## src/rtl/exc_pkg.sv

```systemverilog
package exc_pkg;
  parameter int XLEN       = 32;
  parameter int SR_W       = 16;
  parameter int PM_W       = 4;
  parameter int CAUSE_W    = 5;
  parameter int NUM_CAUSES = 15;
  parameter int VEC_SHIFT  = 8;

  parameter int SM_BIT   = 0;
  parameter int TEE_BIT  = 1;
  parameter int IEE_BIT  = 2;
  parameter int DME_BIT  = 3;
  parameter int IME_BIT  = 4;
  parameter int EPH_BIT  = 5;
  parameter int DSX_BIT  = 6;
  parameter int DOZE_BIT = 0;
  parameter int SLP_BIT  = 1;

  parameter logic [CAUSE_W-1:0] C_TICK    = 5'd5;
  parameter logic [CAUSE_W-1:0] C_ILLEGAL = 5'd7;
  parameter logic [CAUSE_W-1:0] C_EXT     = 5'd8;
  parameter logic [CAUSE_W-1:0] C_SYSCALL = 5'd12;

  parameter logic [31:0] HIGH_PREFIX = 32'hF000_0000;
endpackage

```

## src/rtl/exc_irq_arb.sv

```systemverilog
module exc_irq_arb #(
  parameter int CW = 5,
  parameter logic [CW-1:0] TICK_CODE = 5,
  parameter logic [CW-1:0] EXT_CODE  = 8
) (
  input  logic          ext_i,
  input  logic          tick_i,
  input  logic          iee_i,
  input  logic          tee_i,
  output logic          req_o,
  output logic [CW-1:0] cause_o
);
  logic tick_q, ext_q;
  assign tick_q = tick_i & tee_i;
  assign ext_q  = ext_i & iee_i;
  assign req_o  = tick_q | ext_q;
  // timer wins over external
  assign cause_o = tick_q ? TICK_CODE : (ext_q ? EXT_CODE : '0);
endmodule

```

## src/rtl/exc_cause_chk.sv

```systemverilog
module exc_cause_chk #(
  parameter int CW  = 5,
  parameter int NUM = 15,
  parameter logic [CW-1:0] SYS_CODE = 12,
  parameter logic [CW-1:0] ILL_CODE = 7
) (
  input  logic [CW-1:0] cause_i,
  output logic          valid_o,
  output logic          is_sys_o,
  output logic          is_ill_o
);
  localparam int CNT_W = CW + 1;
  localparam logic [CNT_W-1:0] NUM_W = CNT_W'(NUM);

  assign valid_o  = (cause_i != '0) && ({1'b0, cause_i} < NUM_W);
  assign is_sys_o = (cause_i == SYS_CODE);
  assign is_ill_o = (cause_i == ILL_CODE);
endmodule

```

## src/rtl/exc_vec_gen.sv

```systemverilog
module exc_vec_gen #(
  parameter int XLEN  = 32,
  parameter int CW    = 5,
  parameter int SHIFT = 8,
  parameter logic [XLEN-1:0] HIGH = 32'hF000_0000
) (
  input  logic [CW-1:0]   cause_i,
  input  logic [XLEN-1:0] base_i,
  input  logic            base_en_i,
  input  logic            high_i,
  output logic [XLEN-1:0] vec_o
);
  localparam int PAD = XLEN - CW - SHIFT;

  logic [XLEN-1:0] off, base_part, high_part;
  assign off       = {{PAD{1'b0}}, cause_i, {SHIFT{1'b0}}};
  assign base_part = base_en_i ? base_i : '0;
  assign high_part = high_i ? HIGH : '0;
  assign vec_o     = off | base_part | high_part;
endmodule

```

## src/rtl/exc_sr_upd.sv

```systemverilog
module exc_sr_upd #(
  parameter int SR_W    = 16,
  parameter int SM_B    = 0,
  parameter int DSX_B   = 6,
  parameter logic [SR_W-1:0] CLR_MASK = 16'h001E
) (
  input  logic [SR_W-1:0] sr_i,
  input  logic            dslot_i,
  output logic [SR_W-1:0] esr_o,
  output logic [SR_W-1:0] sr_o
);
  for (genvar b = 0; b < SR_W; b++) begin : g_bit
    if (b == DSX_B) begin : g_dsx
      assign esr_o[b] = dslot_i;
    end else begin : g_keep
      assign esr_o[b] = sr_i[b];
    end
    if (b == SM_B) begin : g_set
      assign sr_o[b] = 1'b1;
    end else if (CLR_MASK[b]) begin : g_clr
      assign sr_o[b] = 1'b0;
    end else begin : g_pass
      assign sr_o[b] = esr_o[b];
    end
  end
endmodule

```

## src/rtl/exc_entry_ctrl.sv

```systemverilog
module exc_entry_ctrl
  import exc_pkg::*;
#(
  parameter int P_XLEN = exc_pkg::XLEN,
  parameter int P_SR_W = exc_pkg::SR_W,
  parameter int P_PM_W = exc_pkg::PM_W,
  parameter int P_CW   = exc_pkg::CAUSE_W,
  parameter int P_NUM  = exc_pkg::NUM_CAUSES
) (
  input  logic              clk_i,
  input  logic              rst_ni,
  input  logic              trap_valid_i,
  input  logic [P_CW-1:0]   trap_cause_i,
  input  logic              irq_ext_i,
  input  logic              irq_tick_i,
  input  logic [P_XLEN-1:0] pc_i,
  input  logic              in_dslot_i,
  input  logic [P_SR_W-1:0] sr_i,
  input  logic [P_PM_W-1:0] pm_i,
  input  logic [P_XLEN-1:0] vbase_i,
  input  logic              vbase_en_i,
  output logic              entry_o,
  output logic              unhandled_o,
  output logic              tlb_flush_o,
  output logic [P_CW-1:0]   exc_cause_o,
  output logic [P_XLEN-1:0] pc_o,
  output logic [P_XLEN-1:0] epc_o,
  output logic [P_XLEN-1:0] eear_o,
  output logic [P_SR_W-1:0] esr_o,
  output logic [P_SR_W-1:0] sr_o,
  output logic [P_PM_W-1:0] pm_o,
  output logic [P_XLEN-1:0] ll_addr_o
);
  localparam logic [P_SR_W-1:0] SR_CLR =
    P_SR_W'((1 << TEE_BIT) | (1 << IEE_BIT) | (1 << DME_BIT) | (1 << IME_BIT));
  localparam logic [P_PM_W-1:0] PM_CLR = P_PM_W'((1 << DOZE_BIT) | (1 << SLP_BIT));
  localparam logic [P_XLEN-1:0] INSN_B = P_XLEN'(4);

  logic            arb_req;
  logic [P_CW-1:0] arb_cause, sel_cause;
  logic            go, c_valid, c_sys, c_ill, accept, bad;
  logic [P_XLEN-1:0] vec, epc_n, dec, inc;
  logic [P_SR_W-1:0] esr_n, sr_n;

  exc_irq_arb #(.CW(P_CW), .TICK_CODE(C_TICK), .EXT_CODE(C_EXT)) u_arb (
    .ext_i   (irq_ext_i),
    .tick_i  (irq_tick_i),
    .iee_i   (sr_i[IEE_BIT]),
    .tee_i   (sr_i[TEE_BIT]),
    .req_o   (arb_req),
    .cause_o (arb_cause)
  );

  // trap has priority; interrupt stays pending at its source
  assign sel_cause = trap_valid_i ? trap_cause_i : arb_cause;
  assign go        = trap_valid_i | arb_req;

  exc_cause_chk #(.CW(P_CW), .NUM(P_NUM), .SYS_CODE(C_SYSCALL), .ILL_CODE(C_ILLEGAL)) u_chk (
    .cause_i  (sel_cause),
    .valid_o  (c_valid),
    .is_sys_o (c_sys),
    .is_ill_o (c_ill)
  );

  exc_vec_gen #(.XLEN(P_XLEN), .CW(P_CW), .SHIFT(VEC_SHIFT), .HIGH(P_XLEN'(HIGH_PREFIX))) u_vec (
    .cause_i   (sel_cause),
    .base_i    (vbase_i),
    .base_en_i (vbase_en_i),
    .high_i    (sr_i[EPH_BIT]),
    .vec_o     (vec)
  );

  exc_sr_upd #(.SR_W(P_SR_W), .SM_B(SM_BIT), .DSX_B(DSX_BIT), .CLR_MASK(SR_CLR)) u_sr (
    .sr_i    (sr_i),
    .dslot_i (in_dslot_i),
    .esr_o   (esr_n),
    .sr_o    (sr_n)
  );

  assign accept = go & c_valid;
  assign bad    = go & ~c_valid;
  assign dec    = in_dslot_i ? INSN_B : '0;
  assign inc    = c_sys ? INSN_B : '0;
  assign epc_n  = pc_i - dec + inc;

  always_ff @(posedge clk_i or negedge rst_ni) begin
    if (!rst_ni) begin
      entry_o     <= 1'b0;
      unhandled_o <= 1'b0;
      tlb_flush_o <= 1'b0;
      exc_cause_o <= '0;
      pc_o        <= '0;
      epc_o       <= '0;
      eear_o      <= '0;
      esr_o       <= '0;
      sr_o        <= '0;
      pm_o        <= '0;
      ll_addr_o   <= '0;
    end else begin
      entry_o     <= accept;
      unhandled_o <= bad;
      tlb_flush_o <= accept;
      if (accept) begin
        exc_cause_o <= sel_cause;
        pc_o        <= vec;
        epc_o       <= epc_n;
        esr_o       <= esr_n;
        sr_o        <= sr_n;
        pm_o        <= pm_i & ~PM_CLR;
        ll_addr_o   <= '1;
        if (c_ill) eear_o <= pc_i;
      end
    end
  end
endmodule

```

## config.mk

```make
export PLATFORM = sky130hd
export DESIGN_NAME = exc_entry_ctrl
export DESIGN_NICKNAME = d
export VERILOG_FILES = /design/src/rtl/exc_pkg.sv /design/src/rtl/exc_irq_arb.sv /design/src/rtl/exc_cause_chk.sv /design/src/rtl/exc_vec_gen.sv /design/src/rtl/exc_sr_upd.sv /design/src/rtl/exc_entry_ctrl.sv
export SDC_FILE = /design/constraint.sdc
export NUM_CORES = 1
export LEC_CHECK = 0
export BUFFER_PORTS_ARGS = -buffer_cell sky130_fd_sc_hd__buf_2
export CORE_ASPECT_RATIO = 1.25
export CORE_MARGIN = 1
export CORE_UTILIZATION = 50
export DETAILED_ROUTE_END_ITERATION = 12
export PLACE_DENSITY = 0.83
export SLEW_MARGIN = 20
export SYNTH_ARGS = -nofsm -noshare
export SYNTH_HDL_FRONTEND = slang
export SYNTH_SLANG_ARGS = --single-unit
export TNS_END_PERCENT = 20
```

## constraint.sdc

```tcl
create_clock -name clk_i -period 1.66 [get_ports clk_i]
set_input_delay 0.332 -clock clk_i [delete_from_list [all_inputs] [get_ports clk_i]]
set_output_delay 0.332 -clock clk_i [all_outputs]
set_load 0.05 [all_outputs]
```

Word-level counts from Yosys, hierarchy flattened
Index checks and enable logic that the tools add are counted.
{ "totals": {"ff_bits": 134, "inputBits": 96, "out_inout_bits": 172, "elab_cells": 34} }
{ "op_classes": {"addsub": 2, "n_lt_le_gt_ge": 1, "n_eq_ne": 2, "muxes": 7, "n_bitwise": 9, "n_reduce_logical": 3} }
{ "ops": {"columns": ["cell", "n"], "rows": [
  ["$mux 32", 2],
  ["$add 32x3->32", 1],
  ["$or 13x32->32", 1],
  ["$or 32x32->32", 1],
  ["$sub 32x3->32", 1],
  ["$mux 5", 2],
  ["$mux 3", 2],
  ["$eq 5x3->1 const B", 1],
  ["$eq 5x4->1 const B", 1],
  ["$lt 5x4->1 const B", 1],
  ["$reduce_bool 5->1", 1],
  ["$and 1x1->1", 4],
  ["$mux 4", 1],
  ["$or 1x1->1", 2],
  ["$reduce_and 2->1", 1],
  ["$logic_and 1x1->1", 1],
  ["$not 1->1", 1]
]} }

Depth between registers and ports, before layout
{ "logic_depth": {"ltp_word": 8, "mapped_depth": 14} }

Modules after synthesis
From an unflattened synthesis, not the netlist that was laid out.
{ "hier_totals": {"hier_cells": 902, "area_unflattened_um2": 7653.6} }
{ "by_module_without_submodules": {"columns": ["module", "n_inst", "cells_per_inst", "area_per_inst_um2"], "rows": [
  ["exc_entry_ctrl", 1, 817, 7061.8],
  ["exc_sr_upd", 1, 34, 247.7],
  ["exc_vec_gen", 1, 35, 229.0],
  ["exc_irq_arb", 1, 9, 63.8],
  ["exc_cause_chk", 1, 7, 51.3]
]} }

Worst setup path after synthesis
Ideal clock, no wire load.
{ "synth_timing": {"path_kind": "input-to-reg", "from": "input port trap_valid_i", "to": "register epc_o[28]", "setup_time_ns": 0.137, "arrival_time_ns": 3.004, "required_ns": 1.523, "path_slack_ns": -1.481, "stages": 14, "path_buffers": 1, "path_cell_list": "buf_2 > nand2_1 > nor2_1 > nand3_1 > fa_1 > inv_1 > ha_1 > o21bai_2 > nand4_1 > a2111oi_4 > nor2_2 > a2111oi_2 > or4_1 > o311ai_2"} }
{ "synth_via": {"elab_chain_cells": 4, "word_cells_on_any_way": 9, "classes_between": "add/sub (1); order compare (1); eq/ne (1); mux (2); bitwise (2); reduce/logical (2)"} }
{ "synth_rtl": {"columns": ["element", "line_no", "source"], "rows": [
  ["start: declaration", "exc_entry_ctrl.sv:12", "input logic trap_valid_i,"],
  ["$mux 5", "exc_entry_ctrl.sv:55", "assign sel_cause = trap_valid_i ? trap_cause_i : arb_cause;"],
  ["$eq 5x4->1 (tied with other cells)", "exc_cause_chk.sv:16", "assign is_sys_o = (cause_i == SYS_CODE);"],
  ["$mux 3 / $logic_and 1x1->1 (equally long branches)", "exc_entry_ctrl.sv:83, exc_cause_chk.sv:15", null],
  ["$add 32x3->32 / $and 1x1->1 (equally long branches)", "exc_entry_ctrl.sv:84, exc_entry_ctrl.sv:80", null],
  ["end signal: assignment", "exc_entry_ctrl.sv:106", "epc_o <= epc_n;"],
  ["end: declaration", "exc_entry_ctrl.sv:27", "output logic [P_XLEN-1:0] epc_o,"]
]} }
Parallel ways exist; a longest one is shown, timed or not.
A chain may end at the register's enable or synchronous reset.

Worst setup path after layout
{ "layout_timing": {"from": "input port trap_cause_i[2]", "to": "register epc_o[26]"} }
{ "layout_via": {"elab_chain_cells": 4, "word_cells_on_any_way": 8, "classes_between": "add/sub (1); order compare (1); eq/ne (1); mux (2); bitwise (1); reduce/logical (2)"} }
{ "layout_rtl": {"columns": ["element", "line_no", "source"], "rows": [
  ["start: declaration", "exc_entry_ctrl.sv:13", "input logic [P_CW-1:0] trap_cause_i,"],
  ["$mux 5 *", "exc_entry_ctrl.sv:55", null],
  ["$eq 5x4->1 (tied with other cells)", "exc_cause_chk.sv:16", null],
  ["$mux 3 / $logic_and 1x1->1 (equally long branches)", "exc_entry_ctrl.sv:83, exc_cause_chk.sv:15", null],
  ["$add 32x3->32 / $and 1x1->1 (equally long branches)", "exc_entry_ctrl.sv:84, exc_entry_ctrl.sv:80", null]
]} }
Every way passes the cells marked *; elsewhere a longest branch is shown, timed or not.

==> impl_metrics.toml <==
[status]
status = "finished, violations left"
violations = "negative setup slack"

[global_routing]
grt_max_degree = 56
antenna_found_initial = 4
grt_pass1_wl_um = 33500
grt_pass1_vias = 6884
busiest_layer = "met2"
grtUsageTotal = 0.299
grt.met1_usage = 0.314
grt_use_met3 = 0.0656
grt_overflow_total = 0
use_met2 = 0.545

[timing]
worst_slew_pin_slew_ps = 937
finalCriticalPeriod_ps = 2880
setup_ws_ps = -1220
fmax_mhz = 347
relSlewSlack = 0.367
rsz0062_at_grt = "true"
drv_slew = 0
finalHoldViolations = 0
tns_ps = -24430
fin_crit_sh = 1.74
skew_ps = 0
finalSetupViolCount = 28

[job]
maxCapViolations = 0

[detailed_routing]
routed_wl_um = 22100
first_pass_iters = 8
drc = 0
wl_per_cell_um = 16.9
drt-initial-drc-count = 564
vias_per_cell = 5.42
postRouteAntennaNets = 0
vias = 7091

[power]
internal-power_uw = 7120
power.share.clock = 0.286
ir_drop_v = 0.000785
pwr-share-seq = 0.304
switching_share = 0.430
total_power_uw = 12500
p_comb_frac = 0.410
p_leak_uw = 0.00530
power.switching_uw = 5370
powerDensity_mw_per_mm2 = 1240

[worst_setup_path]
path_class = "in2reg"
critical_path.max_fanout = 2
start_kind = "input port"
crit_path_end_kind = "flop"
required_ps = 1960
arrival_ps = 3180

[clock_tree]
clock_sinks = 122
cts-htree-levels = 4
clkTransAtPathRegs_ps = 60
clock_path_buffers = 2
cts_tree = "yes"
root_buffer = "clkbuf_16"
clock_latency_ps = 410
cts_made_buffers = 17

[die]
die_area_sq_mm = 0.0145
ios = 268
core_area_sq_mm = 0.0138
fp-row-count = 48
die_w_um = 108
start_util = 0.510
die_h_um = 134

[placed_design]
place_congestion = 0.894
port_buffers = 258
post-place-ws_ps = -1640
dp_cells = 1258
place_hpwl_um = 15100

[synthesis]
synth-seq-cells = 122
syn_area_sq_mm = 0.00701
yosys.area.top_type = "dfrtp_1"
synthCells = 767
synth_area_leaders = "dfrtp_1 44%, nand2_1 9.4%, buf_4 5.6%, ha_1 5.4%, mux2_2 4.0%"
synth.distinct_cells = 72
synthFlopType = "dfrtp_1"
synth_edf_count = 0
async_flop_share = 1.00
yosysSeqAreaShare = 0.436
yosysWarnings = 0
syn_avg_cell_area_sq_um = 9.14
yosysTopAreaCellShare = 0.436

[final_layout]
final_cell_mix = "252 x buf_2, 171 x nand2_1, 141 x buf_4"
drive_above_1_share = 0.467
final_common_cell = "buf_2"
areaGrowthSynthToFinish_pct = 43.8
fill_cells = 949
final_cells = 1308
nNetsFinal = 1243
post-route-util = 0.733

[worst_hold_path]
worstHoldPathType = "in2reg"
==> power groups by stage <==
| stage | clock [uW] | combinational, uW | sequential [uW] |
|---|---|---|---|
| 2_1_floorplan | 0 | 1510 | 5710 |
| 4_1_cts | 3590 | 5020 | 3790 |
| 5_1_grt | 3720 | 5380 | 3860 |
| 3_3_place_gp | 0 | 4790 | 3810 |
| 3_5_place_dp | 0 | 4880 | 3830 |
| 6_report | 3570 | 5130 | 3800 |
==> worst paths after layout <==
kind,from,to,slack [ps],cells after the start
min in group asynchronous,rst_ni,eear_o[10],380,2
setup / recovery,trap_cause_i[2],epc_o[26],-1220,15
setup reg to reg,epc_o[16],epc_o[16],620,3
max in group asynchronous,rst_ni,epc_o[29],730,3
hold / removal,pm_i[2],pm_o[2],100,3
hold reg to reg,pc_o[0],pc_o[0],460,2
==> critical path: stages <==
cell	delay (ps)
buf_8	80
nand2_4	60
nor2_4	90
nand3_2	90
fa_1	500
inv_2	50
ha_4	220
o21bai_4	110
nand4_1	180
a2111oi_4	450
buf_4	200
o21ai_4	70
a2111oi_4	410
nor4_2	90
o31ai_2	240
==> per-layer routing <==
metal / wire length [um] / part of all wire / up-vias
li1: - / - / 3282
met3: 1390 / 0.063 / 80
met1: 8130 / 0.37 / 3378
met4: 1120 / 0.050 / 0
met2: 11500 / 0.52 / 351
met5: 0 / 0 / -
==> sequential cells by signal (all words and copies together), names as in the netlist <==
| signal | cells |
|---|---|
| eear_o | 32 |
| epc_o | 32 |
| pc_o | 32 |
| esr_o | 16 |
| exc_cause_o | 5 |
| pm_o | 2 |
| sr_o | 1 |
| tlb_flush_o | 1 |
| unhandled_o | 1 |
==> cell families after synthesis <==
family	share of synthesized area
multiplexers	0.0514
XOR/XNOR	0.0262
flip-flops	0.436
buffers and inverters	0.0993
adder cells (fa/ha/maj)	0.0564
AND/OR/NAND/NOR	0.181
other	0.000535
AO/OA/AOI/OAI	0.149
==> cells in the mapped netlist, types with 3 or more instances <==
cell type  count
a31oi_1        4
ha_1          30
dfrtp_1      122
nand3_1       37
nor3_1        10
nand4_1        3
a21o_1         9
buf_4         52
o21ai_0       40
buf_2         13
xnor2_1       13
buf_1          5
nand2_1      175
clkbuf_1      11
o21a_1         3
o21ai_1        5
xor2_1         8
a2111oi_4      3
nor4_1         3
inv_1         37
nand2b_1       3
a21oi_1       39
and2_1         4
mux2_1         7
and3_1         3
nor2_1        38
mux2_2        25
or4_1          3
o211ai_1       6
==> what timing repair did <==
item / in CTS / in global routing
hold endpoints to repair: 35 / 0
resized for setup: 42 / 22
setup buffers: 9 / 5
hold buffers: 1 / 0
endpoints found under the setup margin: 83 / 86
pin swaps: 25 / 24
==> through the flow <==
step,hold WS [ps],instance area (sq um)
finish,101,10100
global route,108,10100
CTS,97.0,9960
detailed placement,261,9150
global placement,261,9150
floorplan,36.4,7100
==> cell type report <==
type,count,area [sq um],share of cell area
inverter,38,143,0.0142
sequential,122,3050,0.303
clock buffer,19,443,0.0440
clock inverter,13,120,0.0119
antenna,4,10.0,0.000993
multi-input combinational,528,3520,0.350
timing repair buffer,409,2560,0.255
tap,175,219,0.0217
(Power assumes the default switching activity.)
